$ cat config.mk
export PLATFORM = sky130hd
export DESIGN_NAME = pds_sequencer
export DESIGN_NICKNAME = d
export VERILOG_FILES = /design/src/rtl/pds_pkg.sv /design/src/rtl/pds_ack_eval.sv /design/src/rtl/pds_timer.sv /design/src/rtl/pds_fsm.sv /design/src/rtl/pds_sequencer.sv
export SDC_FILE = /design/constraint.sdc
export NUM_CORES = 1
export LEC_CHECK = 0
export BUFFER_PORTS_ARGS = -buffer_cell sky130_fd_sc_hd__buf_2
export CORE_UTILIZATION = 50
export DETAILED_ROUTE_END_ITERATION = 10
export PLACE_DENSITY = 0.74
export RECOVER_POWER = 25
export SYNTH_ARGS = -nofsm -noshare
export SYNTH_HDL_FRONTEND = slang
export SYNTH_SLANG_ARGS = --single-unit
$ cat constraint.sdc
create_clock -name clk -period 2.65 [get_ports clk]
set_input_delay 0.3975 -clock clk [delete_from_list [all_inputs] [get_ports clk]]
set_output_delay 0.3975 -clock clk [all_outputs]
set_load 0.005 [all_outputs]
$ cat src/rtl/pds_pkg.sv
package pds_pkg;
  typedef enum logic [4:0] {
    ST_OFF = 5'd0, ST_ON = 5'd1, ST_ERR = 5'd2,
    U_SW1, U_SW2, U_PWAIT, U_CLK, U_ISO, U_RST, U_SRAM, U_SWAIT, U_BUS, U_BWAIT,
    D_BUS, D_BWAIT, D_SRAM, D_SWAIT, D_ISO, D_RST, D_CLK, D_SW1, D_SW2, D_PWAIT
  } pds_state_e;

  localparam int CTL_RSTN     = 0;
  localparam int CTL_ISO      = 1;
  localparam int CTL_SW1      = 2;
  localparam int CTL_SW2      = 3;
  localparam int CTL_CKD      = 4;
  localparam int CTL_SRAM_LSB = 8;

  function automatic logic is_wait(pds_state_e s);
    return s inside {U_PWAIT, U_SWAIT, U_BWAIT, D_BWAIT, D_SWAIT, D_PWAIT};
  endfunction
endpackage

$ cat src/rtl/pds_ack_eval.sv
module pds_ack_eval #(
  parameter int SRAM_W = 4,
  parameter int BUS_W  = 4
) (
  input  logic              stat_a,
  input  logic              stat_b,
  input  logic [SRAM_W-1:0] sram_ack,
  input  logic [SRAM_W-1:0] sram_mask,
  input  logic [BUS_W-1:0]  bus_ack,
  input  logic [BUS_W-1:0]  bus_mask,
  output logic              pwr_is_on,
  output logic              pwr_is_off,
  output logic              sram_all_clr,
  output logic              sram_all_set,
  output logic              bus_all_set,
  output logic              bus_all_clr,
  output logic              sram_skip,
  output logic              bus_skip
);
  logic [SRAM_W-1:0] s_hit, s_miss;
  logic [BUS_W-1:0]  b_hit, b_miss;

  for (genvar i = 0; i < SRAM_W; i++) begin : g_sram
    assign s_hit[i]  = sram_mask[i] &  sram_ack[i];
    assign s_miss[i] = sram_mask[i] & ~sram_ack[i];
  end

  for (genvar j = 0; j < BUS_W; j++) begin : g_bus
    assign b_hit[j]  = bus_mask[j] &  bus_ack[j];
    assign b_miss[j] = bus_mask[j] & ~bus_ack[j];
  end

  assign pwr_is_on    =  stat_a &  stat_b;
  assign pwr_is_off   = ~stat_a & ~stat_b;
  assign sram_all_clr = ~|s_hit;
  assign sram_all_set = ~|s_miss;
  assign bus_all_set  = ~|b_miss;
  assign bus_all_clr  = ~|b_hit;
  assign sram_skip    = ~|sram_mask;
  assign bus_skip     = ~|bus_mask;
endmodule

$ cat src/rtl/pds_timer.sv
module pds_timer #(
  parameter int LIMIT = 1024
) (
  input  logic clk,
  input  logic rst_n,
  input  logic load,
  input  logic run,
  output logic expired
);
  localparam int CW = (LIMIT > 1) ? $clog2(LIMIT) : 1;
  localparam logic [CW-1:0] RELOAD = CW'(LIMIT - 1);

  logic [CW-1:0] cnt;

  always_ff @(posedge clk or negedge rst_n) begin
    if (!rst_n)                  cnt <= RELOAD;
    else if (load)               cnt <= RELOAD;
    else if (run && cnt != '0)   cnt <= cnt - 1'b1;
  end

  assign expired = (cnt == '0);
endmodule

$ cat src/rtl/pds_fsm.sv
module pds_fsm
  import pds_pkg::*;
#(
  parameter int SRAM_W = 4,
  parameter int BUS_W  = 4
) (
  input  logic              clk,
  input  logic              rst_n,
  input  logic              req_on,
  input  logic              req_off,
  input  logic              pwr_is_on,
  input  logic              pwr_is_off,
  input  logic              sram_all_clr,
  input  logic              sram_all_set,
  input  logic              bus_all_set,
  input  logic              bus_all_clr,
  input  logic              sram_skip,
  input  logic              bus_skip,
  input  logic              tmr_expired,
  output logic              tmr_load,
  output logic              tmr_run,
  output logic              rstn_q,
  output logic              iso_q,
  output logic              sw1_q,
  output logic              sw2_q,
  output logic              ckd_q,
  output logic [SRAM_W-1:0] pdn_q,
  output logic [BUS_W-1:0]  bus_q,
  output logic              done_q,
  output logic              timeout_q,
  output logic              busy,
  output pds_state_e        state_q
);
  pds_state_e nxt;
  logic       done_n;
  logic       ok;

  always_comb begin
    nxt    = state_q;
    done_n = 1'b0;
    ok     = 1'b0;
    unique case (state_q)
      ST_OFF:  if (req_on) nxt = U_SW1; else if (req_off) done_n = 1'b1;
      ST_ON:   if (req_off) nxt = bus_skip ? D_SRAM : D_BUS;
               else if (req_on) done_n = 1'b1;
      ST_ERR:  nxt = ST_ERR;
      U_SW1:   nxt = U_SW2;
      U_SW2:   nxt = U_PWAIT;
      U_PWAIT: begin ok = pwr_is_on; if (ok) nxt = U_CLK; end
      U_CLK:   nxt = U_ISO;
      U_ISO:   nxt = U_RST;
      U_RST:   nxt = U_SRAM;
      U_SRAM:  nxt = !sram_skip ? U_SWAIT : (bus_skip ? ST_ON : U_BUS);
      U_SWAIT: begin ok = sram_all_clr; if (ok) nxt = bus_skip ? ST_ON : U_BUS; end
      U_BUS:   nxt = U_BWAIT;
      U_BWAIT: begin ok = bus_all_clr; if (ok) nxt = ST_ON; end
      D_BUS:   nxt = D_BWAIT;
      D_BWAIT: begin ok = bus_all_set; if (ok) nxt = D_SRAM; end
      D_SRAM:  nxt = sram_skip ? D_ISO : D_SWAIT;
      D_SWAIT: begin ok = sram_all_set; if (ok) nxt = D_ISO; end
      D_ISO:   nxt = D_RST;
      D_RST:   nxt = D_CLK;
      D_CLK:   nxt = D_SW1;
      D_SW1:   nxt = D_SW2;
      D_SW2:   nxt = D_PWAIT;
      D_PWAIT: begin ok = pwr_is_off; if (ok) nxt = ST_OFF; end
      default: nxt = ST_ERR;
    endcase
    if (is_wait(state_q) && !ok && tmr_expired) nxt = ST_ERR;
    if (busy && (nxt == ST_ON || nxt == ST_OFF)) done_n = 1'b1;
  end

  assign busy     = !(state_q inside {ST_OFF, ST_ON, ST_ERR});
  assign tmr_run  = is_wait(state_q);
  assign tmr_load = is_wait(nxt) && (nxt != state_q);

  always_ff @(posedge clk or negedge rst_n) begin
    if (!rst_n) begin
      state_q   <= ST_OFF;
      rstn_q    <= 1'b0;
      iso_q     <= 1'b1;
      sw1_q     <= 1'b0;
      sw2_q     <= 1'b0;
      ckd_q     <= 1'b1;
      pdn_q     <= '1;
      bus_q     <= '1;
      done_q    <= 1'b0;
      timeout_q <= 1'b0;
    end else begin
      state_q <= nxt;
      done_q  <= done_n;
      if (nxt == ST_ERR) timeout_q <= 1'b1;
      case (state_q)
        U_SW1:  sw1_q  <= 1'b1;
        U_SW2:  sw2_q  <= 1'b1;
        U_CLK:  ckd_q  <= 1'b0;
        U_ISO:  iso_q  <= 1'b0;
        U_RST:  rstn_q <= 1'b1;
        U_SRAM: pdn_q  <= '0;
        U_BUS:  bus_q  <= '0;
        D_BUS:  bus_q  <= '1;
        D_SRAM: pdn_q  <= '1;
        D_ISO:  iso_q  <= 1'b1;
        D_RST:  rstn_q <= 1'b0;
        D_CLK:  ckd_q  <= 1'b1;
        D_SW1:  sw1_q  <= 1'b0;
        D_SW2:  sw2_q  <= 1'b0;
        default: ;
      endcase
    end
  end
endmodule

$ cat src/rtl/pds_sequencer.sv
module pds_sequencer
  import pds_pkg::*;
#(
  parameter int SRAM_W  = 4,
  parameter int BUS_W   = 4,
  parameter int TIMEOUT = 1024
) (
  input  logic              clk,
  input  logic              rst_n,
  input  logic              req_on,
  input  logic              req_off,
  input  logic [SRAM_W-1:0] cfg_sram_ack_mask,
  input  logic [BUS_W-1:0]  cfg_bus_mask,
  input  logic              pwr_stat_a,
  input  logic              pwr_stat_b,
  input  logic [SRAM_W-1:0] sram_ack,
  input  logic [BUS_W-1:0]  bus_ack,
  output logic [SRAM_W+7:0] pwr_ctl,
  output logic [BUS_W-1:0]  bus_prot_req,
  output logic              done,
  output logic              busy,
  output logic [4:0]        state_o,
  output logic              timeout
);
  logic pwr_is_on, pwr_is_off, sram_all_clr, sram_all_set;
  logic bus_all_set, bus_all_clr, sram_skip, bus_skip;
  logic tmr_load, tmr_run, tmr_expired;
  logic rstn_q, iso_q, sw1_q, sw2_q, ckd_q;
  logic [SRAM_W-1:0] pdn_q;
  logic [BUS_W-1:0]  bus_q;
  pds_state_e        st;

  pds_ack_eval #(.SRAM_W(SRAM_W), .BUS_W(BUS_W)) u_eval (
    .stat_a(pwr_stat_a), .stat_b(pwr_stat_b),
    .sram_ack(sram_ack), .sram_mask(cfg_sram_ack_mask),
    .bus_ack(bus_ack), .bus_mask(cfg_bus_mask),
    .pwr_is_on(pwr_is_on), .pwr_is_off(pwr_is_off),
    .sram_all_clr(sram_all_clr), .sram_all_set(sram_all_set),
    .bus_all_set(bus_all_set), .bus_all_clr(bus_all_clr),
    .sram_skip(sram_skip), .bus_skip(bus_skip)
  );

  pds_timer #(.LIMIT(TIMEOUT)) u_timer (
    .clk(clk), .rst_n(rst_n), .load(tmr_load), .run(tmr_run),
    .expired(tmr_expired)
  );

  pds_fsm #(.SRAM_W(SRAM_W), .BUS_W(BUS_W)) u_fsm (
    .clk(clk), .rst_n(rst_n), .req_on(req_on), .req_off(req_off),
    .pwr_is_on(pwr_is_on), .pwr_is_off(pwr_is_off),
    .sram_all_clr(sram_all_clr), .sram_all_set(sram_all_set),
    .bus_all_set(bus_all_set), .bus_all_clr(bus_all_clr),
    .sram_skip(sram_skip), .bus_skip(bus_skip),
    .tmr_expired(tmr_expired), .tmr_load(tmr_load), .tmr_run(tmr_run),
    .rstn_q(rstn_q), .iso_q(iso_q), .sw1_q(sw1_q), .sw2_q(sw2_q),
    .ckd_q(ckd_q), .pdn_q(pdn_q), .bus_q(bus_q),
    .done_q(done), .timeout_q(timeout), .busy(busy), .state_q(st)
  );

  always_comb begin
    pwr_ctl                          = '0;
    pwr_ctl[CTL_RSTN]                = rstn_q;
    pwr_ctl[CTL_ISO]                 = iso_q;
    pwr_ctl[CTL_SW1]                 = sw1_q;
    pwr_ctl[CTL_SW2]                 = sw2_q;
    pwr_ctl[CTL_CKD]                 = ckd_q;
    pwr_ctl[CTL_SRAM_LSB +: SRAM_W]  = pdn_q;
  end

  assign bus_prot_req = bus_q & cfg_bus_mask;
  assign state_o      = st;
endmodule

==> metrics, run 1 <==
detailed placement HPWL 4402 µm; Initial Utilization between 50% and 60%; HP Class input port to async pin; fmax 390.8 MHz; Syn Inst Count 271; initial antenna violation count 0; via count 2241; CP Cell Sequence inv_2, ha_4, or3b_4, nor4_4, o21ai_2, a2111oi_4, o21ai_0, o2111ai_2, o211ai_4, buf_12, o211ai_4; most used cell along the critical path o211ai_4; VDD IR-drop max ~0.29 mV; First-pass DRT Iterations 5; net switching power 0.1539 mW; Synth Warn # 0; layout cell share with drive strength beyond 1 36.53%; final hold vios 0; Synth async-reset ratio 100.0%; R2R Path Start u_timer.cnt[0]; critical path type flop to flop; EDFF count, synth 0; Clk Latency, worst-skew pair 0.27 ns; die height around 70 µm; Hold Slack 0.3763 ns; most common cell in the netlist nand2_1; io pins 46; Crit. End Element flop; Final period util 96.56%; sequential share of power between 50% and 60%; global-route wire length before repair 9722 µm; Max Cap Viol 0; vias in the first global route approximately 2000; RSZ-0062 raised after global routing yes; unique cell type count in the Yosys netlist 73; area leader, netlist dfstp_2; top cells by count, synth nand2_1, nor2_1, o21ai_0; Slew Viols, Final 0; CTS root buffer clkbuf_8; Port Buffers 42; Gate power share 7.4%; CTS buffer count 3; Worst EP arrival roughly 2.8 ns; top cells by area in the synthesized netlist dfstp_2, dfrtp_1, buf_4, nand2_1, o21ai_0; hold-fix buffers at CTS 0; Seq cells post-synth 24; drt wl/cell 15.37 µm; final net count 347; crit path from u_timer.cnt[0]; ANT nets after route 0; # DRC 0; syn avg cell area 8.472 µm²; Rel. slew slack 15.47%; global route overflow 0; clock buffer depth 2; ANT cells 0; Clk pwr share 40.6%; post-route minimum period ~2.6 ns; Pleak 1.153 nW; Max Clock Skew 0.002633 ns; Clk pin slew, worst setup/hold paths around 0.09 ns; drt total wl 5762 µm; Primary FF master, synth dfstp_2; largest net degree at the start of global routing 26; GRT Total Usage 24.68%; Cell Int Power 0.5529 mW; Final setup viols 0; Area Growth Syn to Fin 17.38%; startpoint types flop; clock tree sinks 24; Cell Pwr Density 262.3 mW/mm²; Die Area roughly 0.0049 mm²; Least-Margin Pin Slew 1.268 ns; Synth top area share 16.02%; slowest CP cell or3b_4; core box area ~0.0044 mm²; register area share after synthesis 26.92%; GP Congestion 0.9050; overall power around 0.71 mW; crit path max fanout 10; CTS tree yes; H-tree levels 1; sw frac between 20% and 30%; Synth Cell Area 0.002296 mm²; outcome finished clean; R2R Setup Slk 0.09 ns; num rows 24; CP max stage delay 0.40 ns; Die Wd 69.77 µm; CP Data Required Time 2.85 ns; Iter 0 DRT Violations 302; Vias per Instance 5.976
==> per-stage QoR <==
stage,instances,cell area (µm²),utilization (%),setup TNS (ns),worst slack [ns]
global placement,369,2589,59.05,0,0.1071
detailed placement,369,2589,59.05,0,0.08397
finish,375,2695,61.47,0,0.09120
global route,375,2695,61.47,-0.02759,-0.01475
floorplan,273,2303,-,0,0.3076
CTS,373,2655,60.56,0,0.06416
==> flip-flops by register name (all words and copies together) (netlist names) <==
register	count
u_fsm.done_q	1
u_fsm.timeout_q	1
u_fsm.iso_q	1
u_fsm.rstn_q	1
u_fsm.ckd_q	1
u_fsm.pdn_q	1
u_fsm.state_q	5
u_fsm.bus_q	1
u_timer.cnt	10
u_fsm.sw2_q	1
u_fsm.sw1_q	1
==> power groups by stage <==
stage / registers [mW] / clock network [mW] / logic, mW
after floorplan: 0.373 / 0 / 0.0200
after global placement: 0.373 / 0 / 0.0516
after global routing: 0.367 / 0.309 / 0.0598
final: 0.367 / 0.287 / 0.0525
after CTS: 0.367 / 0.299 / 0.0530
after detailed placement: 0.373 / 0 / 0.0528
==> critical path, delay by kind of cell (launching register included) <==
kind	cells	cell delay, ns
fa+ha+maj	1	0.13
simple gates	2	0.73
buf+inv	2	0.22
compound gates	6	1.02
flops	1	0.38
==> final timing paths <==
kind / end / cells past startpoint
setup / recovery: u_timer.cnt[1] / 11
hold / removal: u_fsm.sw1_q / 1
setup reg to reg: u_timer.cnt[1] / 11
hold reg to reg: u_fsm.timeout_q / 1
max in group asynchronous: u_fsm.state_q[1] / 1
min in group clk: u_fsm.timeout_q / 1
==> logic make-up after synthesis <==
kind of cell    after synthesis  synth area share (%)
compound gates               82                 27.30
xor+xnor                     10                 3.815
fa+ha+maj                     1                0.5449
buf+inv                      40                 12.64
flops                        24                 26.92
mux                           1                0.4360
other cells                   1                0.1633
simple gates                112                 28.17
==> layout by cell type (no fill, tap or decap), types with 3 or more instances in the layout <==
master and n:
buf_2 41, buf_4 26, nand2_1 25, nor2_1 23, o21ai_0 18, a21oi_1 14
dfstp_2 14, inv_1 12, xnor2_1 9, dfrtp_1 9, nand2b_1 8, nand3_1 7
a22oi_1 6, and2_1 5, a211oi_1 4, or3_1 4, nor4_1 4, nor2b_1 4
nand3b_1 3, o211ai_1 3, o21bai_1 3, nor3_1 3, conb_1 3, clkbuf_8 3
buf_12 3
==> final cells by class <==
| class | count | area, µm² |
|---|---|---|
| multi-input combinational | 209 | 1416 |
| inverter | 14 | 52.55 |
| timing repair buffer | 72 | 475.5 |
| clock buffer | 4 | 66.31 |
| sequential | 24 | 619.3 |
| fill | 369 | 1689 |
| tap | 52 | 65.06 |
==> routing by layer <==
| layer | up-vias | routed length (µm) | GRT usage [%] |
|---|---|---|---|
| met5 | - | 0 | 0 |
| met4 | 0 | 25 | 3.556 |
| met3 | 2 | 464 | 3.779 |
| met2 | 107 | 2582 | 38.35 |
| met1 | 1049 | 2690 | 36.88 |
| li1 | 1083 | - | - |
==> what timing repair did <==
action                     in CTS  in global routing
buffers inserted                0                  2
setup endpoints to repair       0                 11
resized for setup               0                  8
Power figures use the tool's default switching activity.
==> inputs of run 2 (changes only) <==
CORE_MARGIN = 1.5   (was not set)
==> run 2 against run 1 <==
  * Flip-flop and latch count stayed put
  * Non-clock buffer count increased by 13
  * Global-route usage is 0.76 points lower
  * First-iteration DRC count shrank 11%
  * Fmax decreased by 0.17%
  * Count of clock-buffer cells in the layout did not move
  * Clock skew rose by 0.0032 ns
  * Combinational power barely moved
  * Hold slack got worse by 0.00055 ns
  * Register-to-register slack about the same
  * Critical endpoint is now u_fsm.done_q
==> metrics, run 2 (synthesis results as in run 1) <==
outcome finished clean; GP Congestion 0.9297; initial antenna violation count 0; num rows 24; Setup TNS 0 ns; vias in the first global route 2024; detailed placement HPWL between 4000 and 5000 µm; ANT cells 0; # DRC 0; critical path depth 10; Slew Viols, Final 0; CP Cell Sequence buf_4, nand3b_1, a221oi_1, a41o_1, a2111oi_4, buf_4, a221o_2, inv_1, nand2_1, o31ai_2; clock tree sinks 24; H-tree levels 1; final hold vios 0; area occupied by multi-input gates 0.001448 mm²; Clk pin slew, worst setup/hold paths 0.09 ns; global-route wire length before repair slightly below 10000 µm; Area Growth Syn to Fin 22.56%; crit path from u_fsm.state_q[4]; Max Cap Viol 0; CTS tree yes; most used cell along the critical path buf_4; io pins 46; Reg2Reg Depth 10; Worst EP arrival 2.74 ns; slowest CP cell dfrtp_2; CP delay by family, top compound AO/OA/AOI/OAI gates; Max Clock Skew 0.005843 ns; FF+latch area 620.6 µm²; fmax 390.1 MHz; VDD IR-drop max between 0.2 and 0.3 mV; Clk Latency, worst-skew pair around 0.27 ns; GRT Total Usage 23.92%; largest net degree at the start of global routing 25; die height 70.77 µm; Crit. End Element flop; Initial Utilization 52.37%; R2R Setup Slk 0.09 ns; startpoint types flop; HP Class input port to async pin; overall power around 0.67 mW; Iter 0 DRT Violations 269; Top Registers u_timer.cnt: 10 flops, u_fsm.state_q: 5 flops; CTS root buffer clkbuf_8; Final setup viols 0; hold-fix buffers at CTS 0; Top reg by flops u_timer.cnt; R2R Path Start u_fsm.state_q[4]; layout cell share with drive strength beyond 1 40.77%; critical path type flop to flop; Critical R2R Capture u_fsm.done_q; CTS buffer count 3; CP Data Required Time 2.83 ns; Pleak about 1.2 nW; Vias per Instance roughly 5.8; clock buffer depth 2; Setup crit end u_fsm.done_q; Final period util 96.73%; drt total wl about 6000 µm; post-route minimum period 2.563 ns; Die Area 0.005008 mm²; max reg flops 10; Port Buffers 42; Layout fillers 372; commonest cells after routing, fill and taps aside buf_2, buf_4, nand2_1; crit path buf inv count 3; drt wl/cell 15.54 µm; Die Wd 70.77 µm; final net count 360; First-pass DRT Iterations 5; core box area about 0.0044 mm²; Least-Margin Pin Slew 1.271 ns; global route overflow 0; Rel. slew slack 15.26%; Cell Pwr Density 238.0 mW/mm²; most common cell after layout, fill and taps aside buf_2; crit path max fanout 13; CP max stage delay 0.46 ns; via count 2241; ANT nets after route 0; RSZ-0062 raised after global routing yes
## run 2: area by class of cell
class                           count  share of cell area, %
Clock buffer                        4                  1.956
Timing Repair Buffer               85                  20.36
Tap cell                           52                  2.312
Inverter                           14                  1.867
Multi-Input combinational cell    209                  51.45
Sequential cell                    24                  22.05
## run 2: how the worst min path moves through the flow
stage	startpoint	end	slack, ns	cells after the start
finish	rst_n	u_fsm.sw2_q	0.38	1
global route	u_fsm.timeout_q	u_fsm.timeout_q	0.50	1
CTS	rst_n	u_fsm.sw2_q	0.11	1
detailed placement	rst_n	u_fsm.sw2_q	0.41	1
global placement	rst_n	u_fsm.sw2_q	0.40	1
floorplan	rst_n	u_fsm.done_q	0.10	0
## run 2: per-stage QoR
step / instance area [µm²] / util, % / setup WS [ns] / hold slack [ns] / instances
after CTS: 2741 / 62.53 / 0.06150 / 0.1078 / 386
after global routing: 2814 / 64.18 / -0.07721 / 0.4974 / 388
after detailed placement: 2686 / 61.27 / 0.08908 / 0.4082 / 382
after global placement: 2686 / 61.27 / 0.1159 / 0.4014 / 382
final: 2814 / 64.18 / 0.08679 / 0.3757 / 388
after floorplan: 2303 / - / 0.3076 / 0.1019 / 273
## run 2: power breakdown
| group | internal [mW] | leakage [nW] | total [mW] | switching, mW |
|---|---|---|---|---|
| clock network | 0.133 | 0.0288 | 0.250 | 0.118 |
| logic | 0.0217 | 0.917 | 0.0523 | 0.0306 |
| registers | 0.367 | 0.274 | 0.367 | 0 |
## run 2: metal layers
metal	up-vias	routed length, µm	GRT usage (%)
li1	1107	-	-
met1	1031	2703	33.42
met2	91	2808	37.69
met3	12	403	4.843
met4	0	116	6.918
met5	-	0	0
## run 2: what timing repair did
| item | CTS | global route |
|---|---|---|
| setup endpoints to repair | 0 | 11 |
| resized for setup | 0 | 15 |
| setup buffers | 0 | 2 |
